--- src/rtl/swk_pkg.sv ---
package swk_pkg;
  typedef enum logic [1:0] {
    SWK_RUN   = 2'd0,
    SWK_SLEEP = 2'd1,
    SWK_RESET = 2'd2
  } swk_state_e;
endpackage

--- src/rtl/swk_sync.sv ---
module swk_sync #(
  parameter int W      = 4,
  parameter int STAGES = 2,
  parameter logic RST_VAL = 1'b0
) (
  input  logic         clk,
  input  logic         rst,
  input  logic [W-1:0] d,
  output logic [W-1:0] q
);
  logic [W-1:0] chain [STAGES];

  always_ff @(posedge clk) begin
    if (rst) chain[0] <= {W{RST_VAL}};
    else     chain[0] <= d;
  end

  for (genvar s = 1; s < STAGES; s++) begin : g_stage
    always_ff @(posedge clk) begin
      if (rst) chain[s] <= {W{RST_VAL}};
      else     chain[s] <= chain[s-1];
    end
  end

  assign q = chain[STAGES-1];
endmodule

--- src/rtl/swk_wdt.sv ---
module swk_wdt #(
  parameter int LIMIT = 256
) (
  input  logic clk,
  input  logic rst,
  input  logic en,
  input  logic clr,
  output logic expire
);
  localparam int CW = (LIMIT > 1) ? $clog2(LIMIT) : 1;
  localparam logic [CW-1:0] LAST = CW'(LIMIT - 1);

  logic [CW-1:0] cnt;

  assign expire = en && (cnt == LAST);

  always_ff @(posedge clk) begin
    if (rst || clr)  cnt <= '0;
    else if (expire) cnt <= '0;
    else if (en)     cnt <= cnt + 1'b1;
  end
endmodule

--- src/rtl/swk_pinchg.sv ---
module swk_pinchg #(
  parameter int W = 4
) (
  input  logic         clk,
  input  logic         rst,
  input  logic [W-1:0] pins_s,
  input  logic         take,
  input  logic         hit,
  output logic         differ,
  output logic         flag
);
  logic [W-1:0] snap;

  assign differ = (snap != pins_s);

  always_ff @(posedge clk) begin
    if (rst) begin
      snap <= '0;
      flag <= 1'b0;
    end else begin
      if (take) begin
        snap <= pins_s;
        flag <= 1'b0;
      end else if (hit) begin
        flag <= 1'b1;
      end
    end
  end
endmodule

--- src/rtl/sleep_wake_ctrl.sv ---
module sleep_wake_ctrl
  import swk_pkg::*;
#(
  parameter int PIN_W     = 4,
  parameter int WDT_LIMIT = 256,
  parameter int RST_CYC   = 4,
  parameter int SYNC_N    = 2
) (
  input  logic             clk,
  input  logic             rst,
  input  logic             sleep_cmd,
  input  logic             wdt_kick,
  input  logic             wdt_en,
  input  logic             woc_en,
  input  logic             port_rd,
  input  logic             ext_rst_n,
  input  logic [PIN_W-1:0] pins_in,
  input  logic [PIN_W-1:0] core_out,
  input  logic [PIN_W-1:0] core_oe,
  output logic             osc_en,
  output logic             dev_rst,
  output logic             asleep,
  output logic             to_flag,
  output logic             pd_flag,
  output logic             woc_flag,
  output logic [PIN_W-1:0] port_out,
  output logic [PIN_W-1:0] port_oe
);
  localparam int RCW = $clog2(RST_CYC + 1);
  localparam logic [RCW-1:0] RC_LAST = RCW'(RST_CYC - 1);

  swk_state_e     state;
  logic [RCW-1:0] rcnt;
  logic [PIN_W-1:0] pins_s;
  logic           ext_n_s;
  logic           ext_act;
  logic           wdt_to;
  logic           pin_mis;

  logic in_run, in_sleep, in_reset;
  logic run_to_rst, sleep_go, kick_go, rd_go;
  logic wake_wdt, wake_pin, wake_any;
  logic wdt_clr;

  swk_sync #(.W(PIN_W), .STAGES(SYNC_N), .RST_VAL(1'b0)) u_pin_sync (
    .clk(clk), .rst(rst), .d(pins_in), .q(pins_s)
  );

  swk_sync #(.W(1), .STAGES(SYNC_N), .RST_VAL(1'b1)) u_ext_sync (
    .clk(clk), .rst(rst), .d(ext_rst_n), .q(ext_n_s)
  );

  assign ext_act  = ~ext_n_s;
  assign in_run   = (state == SWK_RUN);
  assign in_sleep = (state == SWK_SLEEP);
  assign in_reset = (state == SWK_RESET);

  assign run_to_rst = in_run && (ext_act || wdt_to);
  assign sleep_go   = in_run && sleep_cmd && !ext_act && !wdt_to;
  assign kick_go    = in_run && wdt_kick;
  assign rd_go      = in_run && port_rd;

  assign wake_wdt = in_sleep && wdt_to;
  assign wake_pin = in_sleep && woc_en && pin_mis;
  assign wake_any = (in_sleep && ext_act) || wake_wdt || wake_pin;

  assign wdt_clr = in_reset || run_to_rst || sleep_go || kick_go || wake_any;

  swk_wdt #(.LIMIT(WDT_LIMIT)) u_wdt (
    .clk(clk), .rst(rst), .en(wdt_en), .clr(wdt_clr), .expire(wdt_to)
  );

  swk_pinchg #(.W(PIN_W)) u_pinchg (
    .clk(clk), .rst(rst), .pins_s(pins_s), .take(rd_go),
    .hit(wake_pin), .differ(pin_mis), .flag(woc_flag)
  );

  // state machine and reset stretch
  always_ff @(posedge clk) begin
    if (rst) begin
      state <= SWK_RESET;
      rcnt  <= '0;
    end else begin
      unique case (state)
        SWK_RUN: begin
          if (run_to_rst) begin
            state <= SWK_RESET;
            rcnt  <= '0;
          end else if (sleep_go) begin
            state <= SWK_SLEEP;
          end
        end
        SWK_SLEEP: begin
          if (wake_any) begin
            state <= SWK_RESET;
            rcnt  <= '0;
          end
        end
        SWK_RESET: begin
          if (ext_act)              rcnt <= '0;
          else if (rcnt == RC_LAST) state <= SWK_RUN;
          else                      rcnt <= rcnt + 1'b1;
        end
        default: state <= SWK_RESET;
      endcase
    end
  end

  // status flags
  always_ff @(posedge clk) begin
    if (rst) begin
      to_flag <= 1'b1;
      pd_flag <= 1'b1;
    end else begin
      if (sleep_go) begin
        to_flag <= 1'b1;
        pd_flag <= 1'b0;
      end
      if (wake_wdt || (in_run && wdt_to && !ext_act)) to_flag <= 1'b0;
    end
  end

  // pad hold
  always_ff @(posedge clk) begin
    if (rst) begin
      port_out <= '0;
      port_oe  <= '0;
    end else if (!in_sleep) begin
      port_out <= core_out;
      port_oe  <= core_oe;
    end
  end

  assign osc_en  = !in_sleep;
  assign asleep  = in_sleep;
  assign dev_rst = in_reset;
endmodule

--- config.mk ---
export PLATFORM = sky130hd
export DESIGN_NAME = sleep_wake_ctrl
export DESIGN_NICKNAME = d
export VERILOG_FILES = /design/src/rtl/swk_pkg.sv /design/src/rtl/swk_sync.sv /design/src/rtl/swk_wdt.sv /design/src/rtl/swk_pinchg.sv /design/src/rtl/sleep_wake_ctrl.sv
export SDC_FILE = /design/constraint.sdc
export NUM_CORES = 1
export LEC_CHECK = 0
export ABC_AREA = 1
export BUFFER_PORTS_ARGS = -buffer_cell sky130_fd_sc_hd__buf_2
export CAP_MARGIN = 20
export CORE_MARGIN = 5
export CORE_UTILIZATION = 60
export CTS_BUF_LIST = sky130_fd_sc_hd__clkbuf_4
export CTS_CLUSTER_SIZE = 10
export DETAILED_ROUTE_END_ITERATION = 10
export GPL_ROUTABILITY_DRIVEN = 0
export PLACE_DENSITY = 0.9
export SKIP_CTS_REPAIR_TIMING = 1
export SLEW_MARGIN = 40
export SYNTH_ARGS = -nofsm -noshare
export SYNTH_HDL_FRONTEND = slang
export SYNTH_SLANG_ARGS = --single-unit
--- constraint.sdc ---
create_clock -name clk -period 2 [get_ports clk]
set_input_delay 0 -clock clk [delete_from_list [all_inputs] [get_ports clk]]
set_output_delay 0 -clock clk [all_outputs]
set_load 0.05 [all_outputs]
After elaboration in Yosys (flattened, before gate mapping) --
Memory sizes are Yosys's and may differ from the RTL's. Index checks and enable logic that the tools add are counted.
Operators by class: add/subtract/negate cells 2, equal/unequal tests 11, muxes and demuxes 20, bitwise gates (word level) 5, reduce and logical (&&, ||, !) cells 31
Operators by type and width (count):
- 1-bit logical AND | 13
- 3-bit 2-to-1 mux | 4
- 2-bit 2-to-1 mux | 5
- 1-bit logical OR | 9
- 3-bit one-hot mux with 3 select lines | 1
- 8-bit by 1-bit adder with 8-bit output (second input constant) | 1
- 8-bit equality test (second input constant) | 1
- 4-bit 2-to-1 mux | 2
- 4-bit AND reduction | 2
- 1-bit 2-to-1 mux | 7
- 2-bit by 1-bit != test with 1-bit output (second input constant) | 3
- 2-bit one-hot mux with 3 select lines | 1
- 4-bit != test | 1
- 1-bit OR | 4
- 2-bit OR reduction | 2
- 3-bit by 1-bit adder with 3-bit output (second input constant) | 1
- 3-bit by 2-bit equality test with 1-bit output (second input constant) | 1
- 3-bit by 1-bit != test with 1-bit output (second input constant) | 1
- 3-bit != test (second input constant) | 1
- 3-bit nonzero test | 1
- 2-bit by 1-bit equality test with 1-bit output (second input constant) | 1
- 2-bit equality test (second input constant) | 1
- 1-bit logical NOT | 2
- 2-bit logical NOT | 1
- other kinds (3) | 3
Storage, ports and cells: bits in registers 28, RAM bits 10, output and inout bits 14, logic and storage cells 80, memories kept 2
Memories:
- u_pin_sync.chain | depth 2, width 4, read ports 2, clocked after memory_dff 0, write ports 2, line swk_sync.sv:11 | logic [W-1:0] chain [STAGES];
- u_ext_sync.chain | depth 2, width 1, read ports 2, clocked after memory_dff 0, write ports 2, line swk_sync.sv:11

Longest topological paths before layout --
word-level depth 10, mapped depth 10, gate-level depth less buffers 10

Cells and area by module --
A second synthesis with hierarchy kept.
Unflattened totals: cell total of the unflattened synthesis 226, area, all modules 1737.9 µm²
By module, submodules not included:
- sleep_wake_ctrl | instances 1, cells an instance 104, area each 750.7 µm², sequential area each 300.3 µm²
- swk_wdt | instances 1, cells an instance 51, area each 420.4 µm², sequential area each 160.2 µm²
- swk_pinchg | instances 1, cells an instance 39, area each 276.5 µm², sequential area each 100.1 µm²
- swk_sync at u_pin_sync | instances 1, cells an instance 25, area each 231.5 µm², sequential area each 160.2 µm²
- swk_sync at u_ext_sync | instances 1, cells an instance 7, area each 58.8 µm², sequential area each 40.0 µm²

Worst setup path before layout --
Ideal clock, no wire load.
path type register to register, start point reg state[1], end point reg rcnt[0], library setup time 115 ps, arrival time 1322 ps, data required time 1885 ps, path slack 563 ps, cell stages (with the launch flop) 9, path buffers 0, period minus slack after synthesis 1437 ps, cell sequence dfxtp_1 inv_2 nor2_4 a21boi_2 nor2_1 nand2_4 nand3_1 nand2_1 nor2_1
On the way: elaborated cells on any way between the ends 16, those cells by class eq/ne (5); mux (1); reduce/logical (10)
RTL lines:
- start, declared | line sleep_wake_ctrl.sv:32 | swk_state_e state;
- start signal, assigned | line sleep_wake_ctrl.sv:81 | state <= SWK_RESET;
- start signal, assigned | line sleep_wake_ctrl.sv:87 | state <= SWK_RESET;
- start signal, assigned | line sleep_wake_ctrl.sv:90 | state <= SWK_SLEEP;
- 2-bit equality test *
- via dev_rst | line sleep_wake_ctrl.sv:21 | output logic dev_rst,
- 3-bit != test (no source line) or 3-bit nonzero test (tied branches)
- 4-bit AND reduction (no source line)
- end signal, assigned | line sleep_wake_ctrl.sv:102 | else rcnt <= rcnt + 1'b1;
- end, declared | line sleep_wake_ctrl.sv:33 | logic [RCW-1:0] rcnt;
Mark *: on every way through the listed nets, which the timed path passes. The rest lies on a longest branch. A chain may end at the register's enable or synchronous reset.

Worst setup path after layout --
start point reg state[0], end point out osc_en
On the way: word-level cells in the longest chain between the ends 2
RTL lines:
- 2-bit by 1-bit equality test with 1-bit output | line sleep_wake_ctrl.sv:55 | assign in_sleep = (state == SWK_SLEEP);
- 1-bit logical NOT | line sleep_wake_ctrl.sv:134 | assign osc_en = !in_sleep;
- end, declared | line sleep_wake_ctrl.sv:20 | output logic osc_en,
Every way passes these cells.

==> tab_implementation.tex <==
\begin{tabular}{lr}
\hline
Metric & Value \\
\hline
\multicolumn{2}{l}{\textbf{Pwr}} \\
Overall power & 1.65 mW \\
Worst ir drop on vdd & 749 uV \\
Static leakage & 0.956 nW \\
Areal power density over the cells & 806 nW/um2 \\
\multicolumn{2}{l}{\textbf{Drt}} \\
Count of routing violations after the opening detailed-route iteration & 91 \\
Total number of vias & 1504 \\
DRT antenna net count & 0 \\
Initial DRT Pass Iterations & 4 \\
\# DRC & 0 \\
Post-DR vias/cell & 5.10 \\
Detailed-route wire length & 3990 um \\
Routed wire length per instance & 13.5 um \\
\multicolumn{2}{l}{\textbf{Synth}} \\
Synthesized Nets & 231 \\
Fraction of synthesized cell area taken by the top area cell type & 47.1\% \\
Post-synthesis instance area & 1620 um2 \\
Flops \& latches, synth & 38 \\
EDFF count, synth & 0 \\
Mapped Cells & 208 \\
Most used DFF post-synth & sky130\_fd\_sc\_hd\_\_dfxtp\_1 \\
Synth top area cells & sky130\_fd\_sc\_hd\_\_dfxtp\_1 47\%, sky130\_fd\_sc\_hd\_\_nor2\_1 10\%, sky130\_fd\_sc\_hd\_\_nand2\_1 7.4\% \\
Most frequent cell after synthesis & sky130\_fd\_sc\_hd\_\_nor2\_1 \\
Cell taking the most area after synthesis & sky130\_fd\_sc\_hd\_\_dfxtp\_1 \\
Synth warn & 0 \\
Average cell area after synthesis & 7.77 um2 \\
Async S/R FF share, synth & 0\% \\
Top cells by count, synth & 45 x sky130\_fd\_sc\_hd\_\_nor2\_1, 38 x sky130\_fd\_sc\_hd\_\_dfxtp\_1, 32 x sky130\_fd\_sc\_hd\_\_nand2\_1 \\
Distinct cell type count of the synthesized netlist & 25 \\
Part of the Yosys area used for sequential elements & 47.1\% \\
\multicolumn{2}{l}{\textbf{STA}} \\
Hold slack final & -0.0174 ns \\
Worst max-slew margin expressed relative to the limit & 79.8\% \\
Final worst slack & 0.467 ns \\
Total count of hold-check failures in the final report & 1 \\
Setup TNS & 0 ns \\
Final Slew Violations & 0 \\
Setup violators final & 0 \\
Unrepaired setup endpoints after global routing & no \\
Worst clock skew on the final layout & 0.0123 ns \\
Part of the cycle the worst path needs & 76.7\% \\
Maximum clock frequency & 0.652 GHz \\
Post-route minimum period & 1.53 ns \\
Least-Margin Pin Slew & 0.302 ns \\
\multicolumn{2}{l}{\textbf{Final layout}} \\
Antenna Cells & 0 \\
Area Growth Syn to Fin & 26.9\% \\
Layout cell share with drive strength beyond 1 & 22.6\% \\
Non-Filler Instances & 295 \\
Total Nets Final & 287 \\
\multicolumn{2}{l}{\textbf{Clocking}} \\
CTS tree & done \\
Clk root buf & sky130\_fd\_sc\_hd\_\_clkbuf\_4 \\
TritonCTS sink count & 38 \\
Number of buffers on the longest clock path & 2 \\
Number of buffers created by CTS & 5 \\
Source-to-sink clock delay at the later pin of the worst-skew pair & 0.35 ns \\
Post-CTS clock slew at the launch and capture registers of the worst setup and hold paths & 0.11 ns \\
Count of H-tree levels built during CTS & 2 \\
\multicolumn{2}{l}{\textbf{Die}} \\
Overall die area & 3830 um2 \\
Core area & 2520 um2 \\
Die extent in y & 61.9 um \\
Width of the die & 61.9 um \\
Io pins & 34 \\
Initial core utilization & 64.0\% \\
Core Rows & 18 \\
\multicolumn{2}{l}{\textbf{Setup path}} \\
Slowest CP cell & sky130\_fd\_sc\_hd\_\_dfxtp\_1 \\
Data arrival time at the worst-slack endpoint & 1.53 ns \\
Worst setup slack for register-to-register paths & 0.53 ns \\
Startpoint Class & flop \\
Sequence of cells on the critical path & inv\_1 > nor2\_4 > inv\_2 > buf\_2 \\
Kind of critical path & flop to output pin \\
Largest stage delay on the critical path & 0.41 ns \\
Max Fanout on Critical Path & 12 \\
Critical path required time & 2.00 ns \\
Critical path endpoint category & output pin \\
\multicolumn{2}{l}{\textbf{GRT}} \\
Overflow left after global routing & 0 \\
Global-route wire length before repair & 5350 um \\
Maximum number of pins on one net before global-route repair & 20 \\
Antenna violations before repair & 0 \\
Global Route Usage Sum & 19.6\% \\
Via count of the first global-routing pass & 1254 \\
\multicolumn{2}{l}{\textbf{Job}} \\
Max-cap violations & 0 \\
\multicolumn{2}{l}{\textbf{Placement}} \\
Count of input and output buffers & 33 \\
Number of placed cells counting well taps & 268 \\
Worst-case setup slack after placement & 0.537 ns \\
Placed wire-length estimate after detailed placement & 2370 um \\
\multicolumn{2}{l}{\textbf{Outcome}} \\
Status & finished, violations left \\
Violated checks & hold timing \\
\multicolumn{2}{l}{\textbf{Worst hold path}} \\
Min-Delay Path Class & input port to flop \\
\hline
\end{tabular}
-- worst paths after layout --
kind	cells after the start	from	endpoint
max	4	state[0]$_SDFFE_PP0P_	osc_en
max reg2reg	7	state[0]$_SDFFE_PP0P_	u_wdt.cnt[3]$_SDFFE_PP0P_
min reg2reg	2	u_pin_sync.chain[0][0]$_SDFF_PP0_	u_pin_sync.chain[1][0]$_SDFF_PP0_
min	3	core_oe[2]	port_oe[2]$_SDFFE_PP0N_
-- registers in the layout, summed over array words and instances (netlist names) --
signal,cells
pd_flag,1
port_oe,4
port_out,4
rcnt,3
state,2
to_flag,1
u_ext_sync.chain,2
u_pin_sync.chain,8
u_pinchg.flag,1
u_pinchg.snap,4
u_wdt.cnt,8
-- critical path, delay by kind of cell (launching register included) --
family	cells	cell delay, ns
buf+inv	3	0.52
simple gates	1	0.26
flops	1	0.41
-- metrics by stage --
stage	instance area (um2)	util [%]	hold slack [ns]
2_1_floorplan	1620	-	0.104
3_3_place_gp	1810	71.6	0.187
3_5_place_dp	1810	71.6	0.188
4_1_cts	1860	73.7	-0.163
5_1_grt	2050	81.3	0.0191
6_report	2050	81.3	-0.0174
-- cells in the final DEF, fill, tap and decap left out --
| cell type | n |
|---|---|
| sky130_fd_sc_hd__ha_1 | 3 |
| sky130_fd_sc_hd__nand2_2 | 3 |
| sky130_fd_sc_hd__a21boi_2 | 1 |
| sky130_fd_sc_hd__nand3_2 | 1 |
| sky130_fd_sc_hd__nand3_1 | 7 |
| sky130_fd_sc_hd__or2_2 | 2 |
| sky130_fd_sc_hd__xor2_1 | 3 |
| sky130_fd_sc_hd__clkbuf_4 | 5 |
| sky130_fd_sc_hd__inv_1 | 27 |
| sky130_fd_sc_hd__xnor2_1 | 4 |
| sky130_fd_sc_hd__a21oi_1 | 9 |
| sky130_fd_sc_hd__nor2_2 | 3 |
| sky130_fd_sc_hd__inv_2 | 2 |
| sky130_fd_sc_hd__mux2i_1 | 1 |
| sky130_fd_sc_hd__clkinvlp_4 | 1 |
| sky130_fd_sc_hd__a211oi_1 | 1 |
| sky130_fd_sc_hd__buf_2 | 33 |
| sky130_fd_sc_hd__buf_4 | 1 |
| sky130_fd_sc_hd__nand3b_1 | 1 |
| sky130_fd_sc_hd__nand2_4 | 2 |
| sky130_fd_sc_hd__clkinv_2 | 1 |
| sky130_fd_sc_hd__dfxtp_1 | 38 |
| sky130_fd_sc_hd__nor2_1 | 45 |
| sky130_fd_sc_hd__nand3_4 | 2 |
| sky130_fd_sc_hd__nor2_4 | 3 |
| sky130_fd_sc_hd__dlygate4sd3_1 | 19 |
| sky130_fd_sc_hd__nand2_1 | 32 |
| sky130_fd_sc_hd__clkinv_1 | 1 |
| sky130_fd_sc_hd__o21ai_0 | 14 |
-- logic make-up (layout without fill, tap and decap cells) --
| kind of cell | count (synthesis) | after routing | synth area share (%) |
|---|---|---|---|
| compound gates | 25 | 25 | 8.29 |
| xor+xnor | 7 | 7 | 3.80 |
| fa+ha+maj | 3 | 3 | 2.32 |
| buf+inv | 33 | 90 | 7.98 |
| flops | 38 | 38 | 47.1 |
| mux | 1 | 1 | 0.620 |
| simple gates | 101 | 101 | 29.9 |
-- report_power, final --
part	switching, mW	leakage [nW]	internal (mW)	total [mW]
sequential	0.0435	0.312	0.817	0.860
combinational	0.240	0.616	0.164	0.404
clock	0.257	0.0286	0.131	0.388
-- final cells by class --
class                      instances  area [um2]
multi-input combinational        137         726
fill                             160         473
sequential                        38         761
inverter                          29         109
timing repair buffer              53         363
tap                               30        37.5
clock buffer                       5        37.5
clock inverter                     3        16.3
-- routing by layer --
metal / up-vias / track usage (%) / share of wire, %
met5: - / 0 / 0
li1: 751 / - / -
met2: 50 / 32.3 / 52
met1: 693 / 22.9 / 40
met3: 10 / 5.79 / 5.7
met4: 0 / 10.3 / 2.2
Note: power is estimated with default switching activity, not from simulation.
